[config.mk]
export PLATFORM = sky130hd
export DESIGN_NAME = bfs_sched
export DESIGN_NICKNAME = d
export VERILOG_FILES = /design/src/rtl/bfs_pkg.sv /design/src/rtl/bfs_wb_pipe.sv /design/src/rtl/bfs_conflict.sv /design/src/rtl/bfs_port_mux.sv /design/src/rtl/bfs_rd_steer.sv /design/src/rtl/bfs_sched.sv
export SDC_FILE = /design/constraint.sdc
export NUM_CORES = 1
export LEC_CHECK = 0
export BUFFER_PORTS_ARGS = -buffer_cell sky130_fd_sc_hd__buf_4
export CORE_AREA = 2 2 88 90
export CTS_BUF_LIST = sky130_fd_sc_hd__clkbuf_4
export DETAILED_ROUTE_END_ITERATION = 10
export DIE_AREA = 0 0 90 92
export PLACE_DENSITY_LB_ADDON = 0.12
export REMOVE_ABC_BUFFERS = 1
export SLEW_MARGIN = 20
export SYNTH_ARGS = -nofsm -noshare
export SYNTH_HDL_FRONTEND = slang
export SYNTH_SLANG_ARGS = --single-unit
[constraint.sdc]
create_clock -name clk -period 7.99 [get_ports clk]
set_input_delay 0.799 -clock clk [delete_from_list [all_inputs] [get_ports clk]]
set_output_delay 0.799 -clock clk [all_outputs]
set_load 0.02 [all_outputs]
[src/rtl/bfs_pkg.sv]
package bfs_pkg;

  typedef enum logic [2:0] {
    ACT_IDLE = 3'd0,
    ACT_RD_A = 3'd1,
    ACT_RD_B = 3'd2,
    ACT_WR_A = 3'd3,
    ACT_WR_B = 3'd4
  } port_act_e;

  // Number of accesses aimed at bank k this cycle.
  function automatic int unsigned bank_hits(logic rd_v, logic wr_v,
                                            int unsigned rba, int unsigned rbb,
                                            int unsigned wba, int unsigned wbb,
                                            int unsigned k);
    int unsigned n;
    n = 0;
    if (rd_v && rba == k) n++;
    if (rd_v && rbb == k) n++;
    if (wr_v && wba == k) n++;
    if (wr_v && wbb == k) n++;
    return n;
  endfunction

  // Fixed priority: read A, read B, write A, write B.
  function automatic port_act_e pick_act(logic hit_ra, logic hit_rb,
                                         logic hit_wa, logic hit_wb);
    if (hit_ra) return ACT_RD_A;
    if (hit_rb) return ACT_RD_B;
    if (hit_wa) return ACT_WR_A;
    if (hit_wb) return ACT_WR_B;
    return ACT_IDLE;
  endfunction

endpackage

[src/rtl/bfs_wb_pipe.sv]
module bfs_wb_pipe #(
  parameter int ROW_W  = 3,
  parameter int BANK_W = 2,
  parameter int LAT    = 1
) (
  input  logic              clk,
  input  logic              rst_n,
  input  logic              in_valid,
  input  logic              in_last,
  input  logic [ROW_W-1:0]  in_row_a,
  input  logic [BANK_W-1:0] in_bank_a,
  input  logic [ROW_W-1:0]  in_row_b,
  input  logic [BANK_W-1:0] in_bank_b,
  output logic              wr_valid,
  output logic              wr_last,
  output logic [ROW_W-1:0]  wr_row_a,
  output logic [BANK_W-1:0] wr_bank_a,
  output logic [ROW_W-1:0]  wr_row_b,
  output logic [BANK_W-1:0] wr_bank_b
);
  logic              st_v    [LAT];
  logic              st_last [LAT];
  logic [ROW_W-1:0]  st_ra   [LAT];
  logic [BANK_W-1:0] st_ba   [LAT];
  logic [ROW_W-1:0]  st_rb   [LAT];
  logic [BANK_W-1:0] st_bb   [LAT];

  for (genvar i = 0; i < LAT; i++) begin : g_stage
    if (i == 0) begin : g_head
      always_ff @(posedge clk) begin
        if (!rst_n) begin
          st_v[i]    <= 1'b0;
          st_last[i] <= 1'b0;
        end else begin
          st_v[i]    <= in_valid;
          st_last[i] <= in_valid & in_last;
        end
        st_ra[i] <= in_row_a;
        st_ba[i] <= in_bank_a;
        st_rb[i] <= in_row_b;
        st_bb[i] <= in_bank_b;
      end
    end else begin : g_body
      always_ff @(posedge clk) begin
        if (!rst_n) begin
          st_v[i]    <= 1'b0;
          st_last[i] <= 1'b0;
        end else begin
          st_v[i]    <= st_v[i-1];
          st_last[i] <= st_last[i-1];
        end
        st_ra[i] <= st_ra[i-1];
        st_ba[i] <= st_ba[i-1];
        st_rb[i] <= st_rb[i-1];
        st_bb[i] <= st_bb[i-1];
      end
    end
  end

  assign wr_valid  = st_v[LAT-1];
  assign wr_last   = st_last[LAT-1];
  assign wr_row_a  = st_ra[LAT-1];
  assign wr_bank_a = st_ba[LAT-1];
  assign wr_row_b  = st_rb[LAT-1];
  assign wr_bank_b = st_bb[LAT-1];

  // the last flag never travels without a valid pair
  assert_last_valid_R9: assert property (@(posedge clk) disable iff (!rst_n)
    wr_last |-> wr_valid);
endmodule

[src/rtl/bfs_conflict.sv]
module bfs_conflict
  import bfs_pkg::*;
#(
  parameter int BANK_W = 2,
  localparam int NB    = 1 << BANK_W
) (
  input  logic              clk,
  input  logic              rst_n,
  input  logic              rd_valid,
  input  logic [BANK_W-1:0] rd_bank_a,
  input  logic [BANK_W-1:0] rd_bank_b,
  input  logic              wr_valid,
  input  logic [BANK_W-1:0] wr_bank_a,
  input  logic [BANK_W-1:0] wr_bank_b,
  output logic              conflict_now,
  output logic              conflict_err
);
  logic [NB-1:0] over;

  for (genvar k = 0; k < NB; k++) begin : g_cnt
    assign over[k] = bank_hits(rd_valid, wr_valid,
                               int'(rd_bank_a), int'(rd_bank_b),
                               int'(wr_bank_a), int'(wr_bank_b), k) > 1;
  end

  assign conflict_now = |over;

  always_ff @(posedge clk) begin
    if (!rst_n)            conflict_err <= 1'b0;
    else if (conflict_now) conflict_err <= 1'b1;
  end

  assert_set_R6: assert property (@(posedge clk) disable iff (!rst_n)
    conflict_now |=> conflict_err);
  assert_sticky_R6: assert property (@(posedge clk) disable iff (!rst_n)
    conflict_err |=> conflict_err);
endmodule

[src/rtl/bfs_port_mux.sv]
module bfs_port_mux
  import bfs_pkg::*;
#(
  parameter int ROW_W  = 3,
  parameter int BANK_W = 2,
  parameter int DATA_W = 16,
  localparam int NB    = 1 << BANK_W
) (
  input  logic                 clk,
  input  logic                 rst_n,
  input  logic                 rd_valid,
  input  logic [ROW_W-1:0]     rd_row_a,
  input  logic [BANK_W-1:0]    rd_bank_a,
  input  logic [ROW_W-1:0]     rd_row_b,
  input  logic [BANK_W-1:0]    rd_bank_b,
  input  logic                 wr_valid,
  input  logic [ROW_W-1:0]     wr_row_a,
  input  logic [BANK_W-1:0]    wr_bank_a,
  input  logic [ROW_W-1:0]     wr_row_b,
  input  logic [BANK_W-1:0]    wr_bank_b,
  input  logic [DATA_W-1:0]    wr_data_a,
  input  logic [DATA_W-1:0]    wr_data_b,
  output logic [NB-1:0]        bank_sel,
  output logic [NB-1:0]        bank_we,
  output logic [NB*ROW_W-1:0]  bank_addr,
  output logic [NB*DATA_W-1:0] bank_wdata
);
  for (genvar k = 0; k < NB; k++) begin : g_bank
    localparam int unsigned KI = k;
    logic hit_ra, hit_rb, hit_wa, hit_wb;
    port_act_e act;

    assign hit_ra = rd_valid && rd_bank_a == BANK_W'(KI);
    assign hit_rb = rd_valid && rd_bank_b == BANK_W'(KI);
    assign hit_wa = wr_valid && wr_bank_a == BANK_W'(KI);
    assign hit_wb = wr_valid && wr_bank_b == BANK_W'(KI);
    assign act    = pick_act(hit_ra, hit_rb, hit_wa, hit_wb);

    always_comb begin
      bank_sel[k] = act != ACT_IDLE;
      bank_we[k]  = act == ACT_WR_A || act == ACT_WR_B;
      bank_wdata[k*DATA_W +: DATA_W] = '0;
      unique case (act)
        ACT_RD_A: bank_addr[k*ROW_W +: ROW_W] = rd_row_a;
        ACT_RD_B: bank_addr[k*ROW_W +: ROW_W] = rd_row_b;
        ACT_WR_A: begin
          bank_addr[k*ROW_W +: ROW_W]    = wr_row_a;
          bank_wdata[k*DATA_W +: DATA_W] = wr_data_a;
        end
        ACT_WR_B: begin
          bank_addr[k*ROW_W +: ROW_W]    = wr_row_b;
          bank_wdata[k*DATA_W +: DATA_W] = wr_data_b;
        end
        default:  bank_addr[k*ROW_W +: ROW_W] = '0;
      endcase
    end

    assert_read_pri_R7: assert property (@(posedge clk) disable iff (!rst_n)
      (hit_ra || hit_rb) |-> (bank_sel[k] && !bank_we[k]));
    assert_rd_a_wins_R8: assert property (@(posedge clk) disable iff (!rst_n)
      hit_ra |-> bank_addr[k*ROW_W +: ROW_W] == rd_row_a);
  end
endmodule

[src/rtl/bfs_rd_steer.sv]
module bfs_rd_steer #(
  parameter int BANK_W = 2,
  parameter int DATA_W = 16,
  localparam int NB    = 1 << BANK_W
) (
  input  logic                 clk,
  input  logic                 rst_n,
  input  logic                 rd_valid,
  input  logic [BANK_W-1:0]    rd_bank_a,
  input  logic [BANK_W-1:0]    rd_bank_b,
  input  logic [NB*DATA_W-1:0] bank_rdata,
  output logic [DATA_W-1:0]    opnd_a,
  output logic [DATA_W-1:0]    opnd_b
);
  logic [BANK_W-1:0] src_a_q, src_b_q;

  always_ff @(posedge clk) begin
    if (!rst_n) begin
      src_a_q <= '0;
      src_b_q <= '0;
    end else if (rd_valid) begin
      src_a_q <= rd_bank_a;
      src_b_q <= rd_bank_b;
    end
  end

  assign opnd_a = bank_rdata[int'(src_a_q)*DATA_W +: DATA_W];
  assign opnd_b = bank_rdata[int'(src_b_q)*DATA_W +: DATA_W];

  assert_src_hold_R4: assert property (@(posedge clk) disable iff (!rst_n)
    !rd_valid |=> $stable(src_a_q) && $stable(src_b_q));
endmodule

[src/rtl/bfs_sched.sv]
module bfs_sched #(
  parameter int ROW_W  = 3,
  parameter int BANK_W = 2,
  parameter int DATA_W = 16,
  parameter int LAT    = 1,
  localparam int NB    = 1 << BANK_W
) (
  input  logic                 clk,
  input  logic                 rst_n,
  input  logic                 op_valid,
  input  logic                 op_last,
  input  logic [ROW_W-1:0]     op_row_a,
  input  logic [BANK_W-1:0]    op_bank_a,
  input  logic [ROW_W-1:0]     op_row_b,
  input  logic [BANK_W-1:0]    op_bank_b,
  output logic [NB-1:0]        bank_sel,
  output logic [NB-1:0]        bank_we,
  output logic [NB*ROW_W-1:0]  bank_addr,
  output logic [NB*DATA_W-1:0] bank_wdata,
  input  logic [NB*DATA_W-1:0] bank_rdata,
  output logic [DATA_W-1:0]    bf_opnd_a,
  output logic [DATA_W-1:0]    bf_opnd_b,
  input  logic [DATA_W-1:0]    bf_res_a,
  input  logic [DATA_W-1:0]    bf_res_b,
  output logic                 conflict_err,
  output logic                 done
);
  // Internal events, named for the assertions.
  logic              wr_valid, wr_last, conflict_now;
  logic [ROW_W-1:0]  wr_row_a, wr_row_b;
  logic [BANK_W-1:0] wr_bank_a, wr_bank_b;

  bfs_wb_pipe #(.ROW_W(ROW_W), .BANK_W(BANK_W), .LAT(LAT)) u_pipe (
    .clk(clk), .rst_n(rst_n),
    .in_valid(op_valid), .in_last(op_last),
    .in_row_a(op_row_a), .in_bank_a(op_bank_a),
    .in_row_b(op_row_b), .in_bank_b(op_bank_b),
    .wr_valid(wr_valid), .wr_last(wr_last),
    .wr_row_a(wr_row_a), .wr_bank_a(wr_bank_a),
    .wr_row_b(wr_row_b), .wr_bank_b(wr_bank_b)
  );

  bfs_conflict #(.BANK_W(BANK_W)) u_conf (
    .clk(clk), .rst_n(rst_n),
    .rd_valid(op_valid), .rd_bank_a(op_bank_a), .rd_bank_b(op_bank_b),
    .wr_valid(wr_valid), .wr_bank_a(wr_bank_a), .wr_bank_b(wr_bank_b),
    .conflict_now(conflict_now), .conflict_err(conflict_err)
  );

  bfs_port_mux #(.ROW_W(ROW_W), .BANK_W(BANK_W), .DATA_W(DATA_W)) u_mux (
    .clk(clk), .rst_n(rst_n),
    .rd_valid(op_valid),
    .rd_row_a(op_row_a), .rd_bank_a(op_bank_a),
    .rd_row_b(op_row_b), .rd_bank_b(op_bank_b),
    .wr_valid(wr_valid),
    .wr_row_a(wr_row_a), .wr_bank_a(wr_bank_a),
    .wr_row_b(wr_row_b), .wr_bank_b(wr_bank_b),
    .wr_data_a(bf_res_a), .wr_data_b(bf_res_b),
    .bank_sel(bank_sel), .bank_we(bank_we),
    .bank_addr(bank_addr), .bank_wdata(bank_wdata)
  );

  bfs_rd_steer #(.BANK_W(BANK_W), .DATA_W(DATA_W)) u_steer (
    .clk(clk), .rst_n(rst_n),
    .rd_valid(op_valid), .rd_bank_a(op_bank_a), .rd_bank_b(op_bank_b),
    .bank_rdata(bank_rdata),
    .opnd_a(bf_opnd_a), .opnd_b(bf_opnd_b)
  );

  always_ff @(posedge clk) begin
    if (!rst_n) done <= 1'b0;
    else        done <= wr_valid & wr_last;
  end

  assert_rd_issue_R2: assert property (@(posedge clk) disable iff (!rst_n)
    (op_valid && op_bank_a != op_bank_b) |->
      (bank_sel[op_bank_a] && !bank_we[op_bank_a] &&
       bank_sel[op_bank_b] && !bank_we[op_bank_b]));
  assert_wb_R3: assert property (@(posedge clk) disable iff (!rst_n)
    (wr_valid && !conflict_now) |-> (bank_we[wr_bank_a] && bank_we[wr_bank_b]));
  assert_four_R5: assert property (@(posedge clk) disable iff (!rst_n)
    (op_valid && wr_valid && !conflict_now) |-> $countones(bank_sel) == 4);
  assert_done_R9: assert property (@(posedge clk) disable iff (!rst_n)
    done |=> !done);
  assert_idle_R10: assert property (@(posedge clk) disable iff (!rst_n)
    (!op_valid && !wr_valid) |-> bank_sel == '0);
endmodule

==> impl.org <==
** Outcome
- The flow ran to the end, and the final reports show no timing, DRC or antenna violations.

** Clock tree
- In this run the deepest clock path goes through 2 buffers.
- Sinks on the clock net :: 18
- The tree is rooted in a sky130_fd_sc_hd__clkbuf_4.
- Buffers inserted to repair hold after CTS numbered 0.
- In this run, CTS created clock tree buffers numbering 3.
- Buffer count from post-CTS setup fixing :: 0
- TritonCTS built the clock tree.
- After clock tree synthesis, the clock-pin slew on the worst setup and hold paths is approximately 100 ps.
- CTS built an H-tree with a depth of 1.
- Clock latency on the worst-skew pair :: slightly above 300 ps
- In this run, post-CTS repair resized a total of 0 instances.

** Die
- Core Footprint :: roughly 7400 sq um
- The initialized floorplan defines 32 standard-cell rows.
- Area of the die :: a little over 8000 sq um
- For this configuration, the core starts out at a cell density of 41.1%.
- Measured along the x axis, the die boundary spans 90 um.
- Number of ports placed on the die boundary :: 228
- In this run the vertical extent of the chip is just over 90 um.

** STA
- Skew final :: about 16 ps
- Slew at the pin with the worst max-slew slack :: slightly above 900 ps
- Dividing the final minimum period by the clock period gives 44.4%.
- Hold Worst Slack :: 475 ps
- Final setup violating endpoints :: 0
- Highest achievable clock rate :: about 0.28 GHz
- The max-slew violation total from the final report is 0.
- After routing, the total negative slack on setup checks comes to 0 ps.
- Worst slew margin relative to its limit :: between 30% and 40%
- RSZ-0062 raised after global routing :: false
- The final number of hold-violating endpoints was 0.
- Final critical-path required period :: approximately 3500 ps

** Logic synthesis
- Number of cells produced by synthesis :: around 340
- Yosys mapped a number of flops with a built-in enable equal to 0.
- Post-synth top area cell :: sky130_fd_sc_hd__mux4_2
- Yosys printed 0 warnings.
- By area the synthesized netlist is led by sky130_fd_sc_hd__mux4_2, sky130_fd_sc_hd__a22o_1, sky130_fd_sc_hd__dfxtp_1.
- Share of the yosys chip area belonging to registers :: a little under an eighth
- Each instance of the synthesized netlist takes up on average slightly above 9 sq um.
- In this run the biggest area consumer among cell types represents 23.5% of the synthesized area.
- For this run, the leading register cell type out of synthesis is sky130_fd_sc_hd__dfxtp_1.
- The cell area that synthesis handed to floorplanning was around 3100 sq um.
- Most used standard cell by instance count after synthesis :: sky130_fd_sc_hd__a22o_1
- For this run, asynchronously set or reset flops after synthesis account for 0%.
- Library cells used by synthesis :: 47
- Counting instances in the post-synthesis netlist gives the leading cell types as sky130_fd_sc_hd__a22o_1, sky130_fd_sc_hd__mux4_2, sky130_fd_sc_hd__buf_2, sky130_fd_sc_hd__nand2_1, sky130_fd_sc_hd__dfxtp_1.
- Number of synthesized register bits :: 18

** Placement
- Dpl hpwl :: between 10 and 15 mm
- I/O Buffers :: ~230
- Final weighted congestion of routability-driven global placement :: slightly below 0.9
- Instance area at placement :: 4750 sq um

** Worst setup path
- Data arrival, critical path :: approximately 2800 ps
- Highest net fanout along the worst path :: 18
- Critical path endpoint category :: primary output
- The largest single stage delay on the critical path is approximately 850 ps.
- STA classifies the critical path startpoint as a flop.
- By startpoint and endpoint, the worst setup path is classified as flop to primary output.
- The cell family contributing the most delay on the critical path is compound AO/OA/AOI/OAI gates.
- The signal on the critical path passes through nand3_1 -> a21oi_2 -> a221o_1 -> buf_4.
- Together, buffers and inverters on the worst path number 1.
- Slowest-stage cell, CP :: sky130_fd_sc_hd__a21oi_2
- Critical path required time :: approximately 7200 ps

** Drt
- The first detailed-routing pass ran for 6 iterations.
- Number of remaining DRC errors :: 0
- Summed over all layers, the routed wires come to about 13 mm.
- The first routing iteration left ~250 violations.
- Via-to-Cell Ratio :: 5.97
- Post-DR wirelength/cell :: slightly above 20 um
- The final route contains about 3800 vias.
- Post-route antenna net violation count :: 0

** Pwr
- In this run the power density over the cells is between 80 and 90 nW/um^2.
- Leakage :: between 2 and 2.5 nW
- VDD IR max :: slightly above 80 uV

** Global route
- Entering global routing, the biggest net connects 23 pins.
- Across every metal layer, demand over resource in global routing totals between 20% and 30%.
- The number of antenna violations at the first check in global routing was 0.
- Wire length of the first global-routing pass :: about 20 mm
- Vias in the first global route :: roughly 3600
- For this run the aggregate overflow at the end of global routing stands at 0.

** Run
- Max-capacitance violation count :: 0

** Final layout
- The net count of the finished layout is approximately 660.
- Number of fill cells :: 675
- The post-route netlist has 50.9% of its cells at a drive strength greater than 1.
- After routing the design area is roughly 4800 sq um.
- Layout Area Growth over Synthesis :: 56.0%
- 0 antenna diodes ended up in the layout.

** Min path
- Hold/Removal Path Class :: flop to flop
## final timing paths
check / startpoint / cells after the start / endpoint / slack [ps]
worst max register to register: u_pipe.st_v[0]$_DFF_P_ / 8 / u_conf.conflict_err$_SDFFE_PN0P_ / 5270
worst min register to register: u_pipe.st_last[0]$_DFF_P_ / 1 / done$_SDFF_PN0_ / 470
worst min-delay path: u_pipe.st_last[0]$_DFF_P_ / 1 / done$_SDFF_PN0_ / 470
worst max-delay path: u_pipe.st_v[0]$_DFF_P_ / 4 / bank_addr[11] / 4440
## power breakdown
part	switching (mW)	internal, mW
logic	0.123	0.130
clock network	0.0313	0.0182
registers	0.0163	0.0949
total	0.171	0.243
## logic make-up after synthesis
| group | after synthesis | share of synthesized area (%) |
|---|---|---|
| and+or+nand+nor | 91 | 17.1 |
| muxes | 37 | 25.2 |
| DFF | 18 | 11.8 |
| buffers and inverters | 46 | 6.53 |
| adders and majority gates | 16 | 6.53 |
| xor gates and xnor gates | 7 | 2.00 |
| AOI/OAI and AO/OA | 120 | 30.9 |
## routing by layer
metal | wire length, um | up-vias | share of wire, % | GRT usage, %
met4 | 262 | 0 | 2.0 | 7.95
met1 | 5010 | 1835 | 38 | 37.3
met5 | 0 | - | 0 | 0
li1 | - | 1733 | - | -
met2 | 6700 | 201 | 51 | 52.1
met3 | 1060 | 26 | 8.1 | 5.34
## layout by cell type, fill, tap and decap left out, types with 3 or more instances in the layout
cell type	instances
sky130_fd_sc_hd__a21oi_1	8
sky130_fd_sc_hd__a221o_1	7
sky130_fd_sc_hd__a22o_1	65
sky130_fd_sc_hd__a22oi_1	7
sky130_fd_sc_hd__and2_1	8
sky130_fd_sc_hd__and3_1	8
sky130_fd_sc_hd__and3b_1	5
sky130_fd_sc_hd__buf_4	228
sky130_fd_sc_hd__clkbuf_4	3
sky130_fd_sc_hd__dfxtp_1	16
sky130_fd_sc_hd__ha_1	16
sky130_fd_sc_hd__inv_1	13
sky130_fd_sc_hd__mux2i_1	5
sky130_fd_sc_hd__mux4_2	32
sky130_fd_sc_hd__nand2_1	19
sky130_fd_sc_hd__nand2b_1	3
sky130_fd_sc_hd__nand3_1	10
sky130_fd_sc_hd__nand3b_1	3
sky130_fd_sc_hd__nor2_1	14
sky130_fd_sc_hd__nor2b_1	5
sky130_fd_sc_hd__nor3b_2	3
sky130_fd_sc_hd__o21ai_0	16
sky130_fd_sc_hd__o21ai_1	3
sky130_fd_sc_hd__or2_1	4
sky130_fd_sc_hd__xnor2_1	4
sky130_fd_sc_hd__xor2_1	3
## sequential cells by signal, summed over array words and instances, names as in the netlist, 2 cells and up
register and count:
u_steer.src_b_q 2, u_pipe.st_ra 3, u_pipe.st_rb 3, u_pipe.st_ba 2
u_pipe.st_bb 2, u_steer.src_a_q 2
## area by class of cell
cell class / count / area (sq um) / share of cell area, %
multi-input cells: 271 / 2500 / 52.4
repair buffers: 228 / 1710 / 35.8
flip-flops and latches: 18 / 363 / 7.59
well taps: 102 / 128 / 2.67
inverters: 13 / 48.8 / 1.02
clock buffers: 3 / 22.5 / 0.471
clock inverters: 1 / 3.75 / 0.0785
## stage by stage
stage | setup slack [ps] | utilization, % | total power, mW | instances
final | 4440 | 64.2 | 0.414 | 636
after global routing | 4240 | 64.2 | 0.434 | 636
after CTS | 4480 | 64.2 | 0.412 | 636
after detailed placement | 4660 | 63.8 | 0.364 | 632
after global placement | 4710 | 63.8 | 0.361 | 632
after floorplan | 5060 | - | 0.233 | 302
No activity file was read; power rests on OpenSTA's default activity.
